File: config.mk
export PLATFORM = sky130hd
export DESIGN_NAME = rcadc_seq
export DESIGN_NICKNAME = d
export VERILOG_FILES = /design/src/rtl/rcadc_pkg.sv /design/src/rtl/rcadc_pacer.sv /design/src/rtl/rcadc_table.sv /design/src/rtl/rcadc_seq.sv
export SDC_FILE = /design/constraint.sdc
export NUM_CORES = 1
export LEC_CHECK = 0
export ABC_CLOCK_PERIOD_IN_PS = 2900
export BUFFER_PORTS_ARGS = -buffer_cell sky130_fd_sc_hd__buf_2
export CAP_MARGIN = 40
export CORE_MARGIN = 3
export CORE_UTILIZATION = 56
export DETAILED_ROUTE_END_ITERATION = 10
export PLACE_DENSITY_LB_ADDON = 0.15
export REMOVE_ABC_BUFFERS = 1
export SLEW_MARGIN = 20
export SYNTH_ARGS = -nofsm -noshare
export SYNTH_HDL_FRONTEND = slang
export SYNTH_SLANG_ARGS = --single-unit
File: constraint.sdc
create_clock -name clk -period 2.9 [get_ports clk]
set_input_delay 0.145 -clock clk [delete_from_list [all_inputs] [get_ports clk]]
set_output_delay 0.145 -clock clk [all_outputs]
set_load 0.01 [all_outputs]
File: src/rtl/rcadc_pkg.sv
package rcadc_pkg;

  typedef enum logic [1:0] {
    ST_IDLE   = 2'd0,
    ST_SETTLE = 2'd1,
    ST_RUN    = 2'd2
  } rc_state_e;

  // Voltage code for one table index, using the fixed-point decay recurrence.
  function automatic int unsigned rc_code(int unsigned idx, int unsigned slots,
                                          int unsigned full, int unsigned ratio);
    longint unsigned q;
    int unsigned     n;
    int unsigned     fall;
    n = (idx < slots) ? idx : idx - slots;
    q = longint'(full) << 16;
    for (int unsigned k = 0; k < n; k++) q = (q * ratio) >> 16;
    fall = 32'((q + 64'd32768) >> 16);
    return (idx < slots) ? full - fall : fall;
  endfunction

endpackage

File: src/rtl/rcadc_pacer.sv
module rcadc_pacer #(
  parameter int SAMPLE_DIV = 60,
  parameter int SLOTS      = 79,
  parameter int SETTLE_CYC = 36000
) (
  input  logic                       clk,
  input  logic                       rst_n,
  input  logic                       restart_i,
  input  logic                       running_i,
  output logic                       settle_end_o,
  output logic                       sample_now_o,
  output logic                       last_slot_o,
  output logic [$clog2(SLOTS)-1:0]   slot_o
);
  localparam int MAXC   = (SETTLE_CYC > SAMPLE_DIV) ? SETTLE_CYC : SAMPLE_DIV;
  localparam int CNT_W  = $clog2(MAXC + 1);
  localparam int SLOT_W = $clog2(SLOTS);

  logic [CNT_W-1:0]  cnt_q;
  logic [SLOT_W-1:0] slot_q;

  always_ff @(posedge clk) begin
    if (!rst_n) begin
      cnt_q  <= '0;
      slot_q <= '0;
    end else if (restart_i) begin
      cnt_q  <= '0;
      slot_q <= '0;
    end else if (!running_i) begin
      cnt_q  <= cnt_q + 1'b1;
    end else if (cnt_q == CNT_W'(SAMPLE_DIV - 1)) begin
      cnt_q  <= '0;
      slot_q <= slot_q + 1'b1;
    end else begin
      cnt_q  <= cnt_q + 1'b1;
    end
  end

  assign settle_end_o = !running_i && (cnt_q == CNT_W'(SETTLE_CYC - 1));
  assign sample_now_o = running_i && (cnt_q == '0);
  assign last_slot_o  = (slot_q == SLOT_W'(SLOTS - 1));
  assign slot_o       = slot_q;
endmodule

File: src/rtl/rcadc_table.sv
module rcadc_table #(
  parameter int SLOTS      = 79,
  parameter int CODE_W     = 6,
  parameter int FULL_SCALE = 50,
  parameter int DECAY_Q16  = 64925
) (
  input  logic [$clog2(2*SLOTS)-1:0] idx_i,
  output logic [CODE_W-1:0]          code_o
);
  localparam int ENTRIES = 2 * SLOTS;

  logic [CODE_W-1:0] rom [ENTRIES];

  for (genvar i = 0; i < ENTRIES; i++) begin : g_entry
    assign rom[i] = CODE_W'(rcadc_pkg::rc_code(i, SLOTS, FULL_SCALE, DECAY_Q16));
  end

  assign code_o = rom[idx_i];
endmodule

File: src/rtl/rcadc_seq.sv
module rcadc_seq #(
  parameter int SAMPLE_DIV = 60,
  parameter int SLOTS      = 79,
  parameter int SETTLE_CYC = 36000,
  parameter int CODE_W     = 6,
  parameter int FULL_SCALE = 50,
  parameter int DECAY_Q16  = 64925
) (
  input  logic              clk,
  input  logic              rst_n,
  input  logic              start_i,
  input  logic              comp_i,
  output logic              charge_o,
  output logic              busy_o,
  output logic              done_o,
  output logic [CODE_W-1:0] code_o,
  output logic              overrange_o
);
  import rcadc_pkg::*;

  localparam int SLOT_W = $clog2(SLOTS);
  localparam int IDX_W  = $clog2(2 * SLOTS);

  rc_state_e         state_q;
  logic              falling_q;   // 0: charge slope, 1: discharge slope
  logic              pin_q, done_q, ovr_q;
  logic [CODE_W-1:0] code_q;

  logic              settle_end, sample_now, last_slot, trip, restart;
  logic [SLOT_W-1:0] slot;
  logic [IDX_W-1:0]  idx;
  logic [CODE_W-1:0] tbl_code;

  assign trip    = falling_q ? !comp_i : comp_i;
  assign restart = ((state_q == ST_IDLE) && start_i) ||
                   ((state_q == ST_SETTLE) && settle_end) ||
                   ((state_q == ST_RUN) && sample_now && !trip && last_slot && !falling_q);
  assign idx     = falling_q ? IDX_W'(SLOTS) + IDX_W'(slot) : IDX_W'(slot);

  rcadc_pacer #(.SAMPLE_DIV(SAMPLE_DIV), .SLOTS(SLOTS), .SETTLE_CYC(SETTLE_CYC)) u_pacer (
    .clk          (clk),
    .rst_n        (rst_n),
    .restart_i    (restart),
    .running_i    (state_q == ST_RUN),
    .settle_end_o (settle_end),
    .sample_now_o (sample_now),
    .last_slot_o  (last_slot),
    .slot_o       (slot)
  );

  rcadc_table #(.SLOTS(SLOTS), .CODE_W(CODE_W), .FULL_SCALE(FULL_SCALE),
                .DECAY_Q16(DECAY_Q16)) u_table (
    .idx_i  (idx),
    .code_o (tbl_code)
  );

  always_ff @(posedge clk) begin
    if (!rst_n) begin
      state_q   <= ST_IDLE;
      falling_q <= 1'b0;
      pin_q     <= 1'b0;
      done_q    <= 1'b0;
      ovr_q     <= 1'b0;
      code_q    <= '0;
    end else begin
      done_q <= 1'b0;
      unique case (state_q)
        ST_IDLE: if (start_i) begin
          state_q   <= ST_SETTLE;
          falling_q <= 1'b0;
          pin_q     <= 1'b0;
        end
        ST_SETTLE: if (settle_end) begin
          state_q <= ST_RUN;
          pin_q   <= !falling_q;
        end
        ST_RUN: if (sample_now) begin
          if (trip) begin
            code_q  <= tbl_code;
            ovr_q   <= 1'b0;
            done_q  <= 1'b1;
            state_q <= ST_IDLE;
          end else if (last_slot) begin
            if (!falling_q) begin
              falling_q <= 1'b1;     // pin stays high while parked at supply
              state_q   <= ST_SETTLE;
            end else begin
              code_q  <= tbl_code;   // final discharge entry
              ovr_q   <= 1'b1;
              done_q  <= 1'b1;
              state_q <= ST_IDLE;
            end
          end
        end
        default: state_q <= ST_IDLE;
      endcase
    end
  end

  assign charge_o    = pin_q;
  assign busy_o      = (state_q != ST_IDLE);
  assign done_o      = done_q;
  assign code_o      = code_q;
  assign overrange_o = ovr_q;
endmodule

==> reports/qor.csv <==
metric,value,unit
finClkSkew,11.5,ps
place_hpwl,5.22,mm
crit_type,flip-flop to flip-flop,
grt_pass1_wl,11.8,mm
diodes,0,
max_freq,369,MHz
clkTransAtPathRegs,80,ps
r2r-end,code_o[0]$_SDFFE_PN0P_,
syn-cell-area,2760,um^2
core_area,4560,um^2
cp.arrival,2930,ps
hold_path_end,state_q[0]$_SDFFE_PN0P_,
relSlewSlack,46.6,%
multiInputGateArea,1890,um^2
grt_remaining_overflow,0,
synth-edff-count,0,
power,0.000885,W
report.final.setup_viol,0,
hold_viol_final,0,
design_area,3040,um^2
synthMuxAreaShare,0.726,%
drv_slew,0,
ys_async_sr_fraction,0,%
synth-xor-area-share,8.26,%
grt_max_degree,18,
synth-simple-area-share,28.4,%
syn_inst,363,
vdd_drop_max,0.243,mV
fin_crit_sh,93.3,%
portBuffers,13,
cts_buffers,5,
cts.path.max_buffers,2,
finalNetCount,400,
placed_cell_area,2950,um^2
firstDrtPassIters,5,
place.gp.congestion,0.945,
via_count,2754,
clock-root-buffer,clkbuf_8,
cts_tree,done,
seq_area,701,um^2
post_cts_buffers,0,
fillers,393,
clock_latency,290,ps
syn_avg_cell_area,7.59,um^2
synth-compound-area-share,23.5,%
internal_power,0.000683,W
min_period,2710,ps
cp_max_fo,6,
drc,0,
crit_required,3130,ps
max-cap-violations,0,
endpoint_kind,flip-flop,
tightest_slew,798,ps
htreeDepth,2,
pwr-share-comb,4.0,%
die_area,5800,um^2
min_path_cells,3,
final_util,66.6,%
p_clk_share,40.8,%
grt_antenna_before_repair,0,
layout-area-overhead-vs-synth,10.3,%
dieHeight,76.2,um
wire_per_inst,15.7,um
pwr-share-seq,55.2,%
grt_pass1_vias,2381,
hold_start,rst_n,
reg2reg_depth,13,
p_sw_share,22.9,%
yosys.area_share.adder,7.72,%
drive_gt1_share,14.0,%
ys_types,68,
rsz0062_at_grt,no,
drt_wl_total,6.98,mm
crit_path_start_kind,flip-flop,
grt_util_all_layers,24.2,%
synth_seq_cells,35,
initial_core_util,60.4,%
drtIter0Drc,297,
ys_warn_count,0,
rows,24,
hold_path_class,input pin to flip-flop,
ant_nets,0,
powerDensity,291,nW/um^2
fp.dieW,76.2,um
ctsHoldBuffers,0,
r2r_setup_slack,190,ps
ctsResizeCount,0,
status,completed,
pin_count,14,
timing.rr.start,u_pacer.slot_o[0]$_SDFFE_PP0P_,
synth_top_family_by_area,simple AND/OR/NAND/NOR gates,
p_switching,0.000202,W
p_leak,1.21,nW
synthFlopType,dfxtp_1,
ys_seq_area_share,25.4,%
viasPerCell,6.20,
cts_sinks,35,
==> state kept, by name (all words and copies together), names as in the netlist <==
| name | cells |
|---|---|
| charge_o | 1 |
| code_o | 6 |
| done_o | 1 |
| falling_q | 1 |
| overrange_o | 1 |
| state_q | 2 |
| u_pacer.cnt_q | 16 |
| u_pacer.slot_o | 7 |
==> power by group through the flow <==
stage	registers [W]	clock network, W	logic [W]
4_1_cts	0.000488	0.000370	0.0000353
6_report	0.000488	0.000361	0.0000354
3_5_place_dp	0.000499	0	0.0000351
5_1_grt	0.000489	0.000390	0.0000404
3_3_place_gp	0.000499	0	0.0000347
2_1_floorplan	0.000498	0	0.0000218
==> worst max-delay path: stages (launching register included) <==
cell and delay (ps):
dfxtp_1 330, inv_1 80, ha_1 350, nand2_1 110
o21ai_1 90, inv_2 110, ha_2 240, inv_1 60
ha_1 190, nor3_1 180, a21oi_1 70, a311o_1 350
o41a_1 420, o21ai_1 80
==> cell usage in the layout, fill, tap and decap left out, types with 16 or more instances in the layout <==
| cell type | n |
|---|---|
| a21oi_1 | 19 |
| buf_4 | 20 |
| dfxtp_1 | 35 |
| ha_1 | 16 |
| inv_1 | 16 |
| nand2_1 | 25 |
| nand3_1 | 18 |
| nor2_1 | 51 |
| o21ai_0 | 19 |
==> cell families (layout without fill, tap and decap cells) <==
kind of cell    count (synthesis)  after routing
compound gates                 93             93
xor+xnor                       26             26
fa+ha+maj                      17             17
buf+inv                        41             57
flops                          35             35
mux                             2              2
simple gates                  149            149
==> metal layers <==
layer / share of wire [%] / up-vias / GRT usage [%]
met5: 0 / - / 0
met4: 1.0 / 0 / 5.98
met3: 7.1 / 9 / 4.02
met2: 44 / 120 / 36.1
met1: 48 / 1277 / 36.1
li1: - / 1348 / -
==> Yosys cell counts, types with 3 or more instances <==
master      n  share of area [%]
o22ai_1     3               0.68
xnor2_1    13                4.1
buf_2       7                1.3
or3_1       5                1.1
nor2_1     51                6.9
o21ai_0    19                3.4
nor2b_1     3               0.68
o211ai_1    3               0.82
nand3_1    18                3.3
a211oi_1    5                1.4
nor3_1      9                1.6
a311oi_1    3               0.95
clkbuf_1   15                2.0
a21oi_1    19                3.4
dfxtp_1    35                 25
xor2_1     13                4.1
a211o_1     4                1.3
nand4_1     5                1.1
inv_1      17                2.3
nand2_1    25                3.4
nand2b_1    4               0.91
nand4bb_1   3                1.2
o211a_1     3                1.1
ha_1       17                7.7
a31oi_1     5                1.1
and3_1      7                1.6
==> worst max-delay path by stage <==
| stage | start | end | slack, ps | cells past startpoint |
|---|---|---|---|---|
| after floorplan | u_pacer.slot_o[0]$_SDFFE_PP0P_ | code_o[0]$_SDFFE_PN0P_ | -60 | 13 |
| after global placement | u_pacer.slot_o[0]$_SDFFE_PP0P_ | code_o[0]$_SDFFE_PN0P_ | 240 | 13 |
| after detailed placement | u_pacer.slot_o[0]$_SDFFE_PP0P_ | code_o[0]$_SDFFE_PN0P_ | 110 | 13 |
| after CTS | u_pacer.slot_o[0]$_SDFFE_PP0P_ | code_o[0]$_SDFFE_PN0P_ | 100 | 13 |
| after global routing | u_pacer.slot_o[0]$_SDFFE_PP0P_ | code_o[0]$_SDFFE_PN0P_ | 7 | 13 |
| final | u_pacer.slot_o[0]$_SDFFE_PP0P_ | code_o[0]$_SDFFE_PN0P_ | 190 | 13 |
==> final cells by class <==
cell class                 instances  share of cell area, %
multi-input combinational        287                   62.2
sequential                        35                   23.0
timing repair buffer              33                   7.08
clock buffer                       6                   2.72
tap                               65                   2.67
inverter                          17                   2.10
clock inverter                     1                  0.165
==> through the flow <==
| step | TNS [ps] | hold WS [ps] | setup slack, ps | cells |
|---|---|---|---|---|
| after floorplan | -57.7 | 259 | -57.7 | 339 |
| after global placement | 0 | 443 | 244 | 436 |
| after detailed placement | 0 | 462 | 108 | 437 |
| after CTS | 0 | 166 | 98.7 | 444 |
| after global routing | 0 | 197 | 6.84 | 444 |
| final | 0 | 165 | 194 | 444 |
No activity file was read; power rests on OpenSTA's default activity.
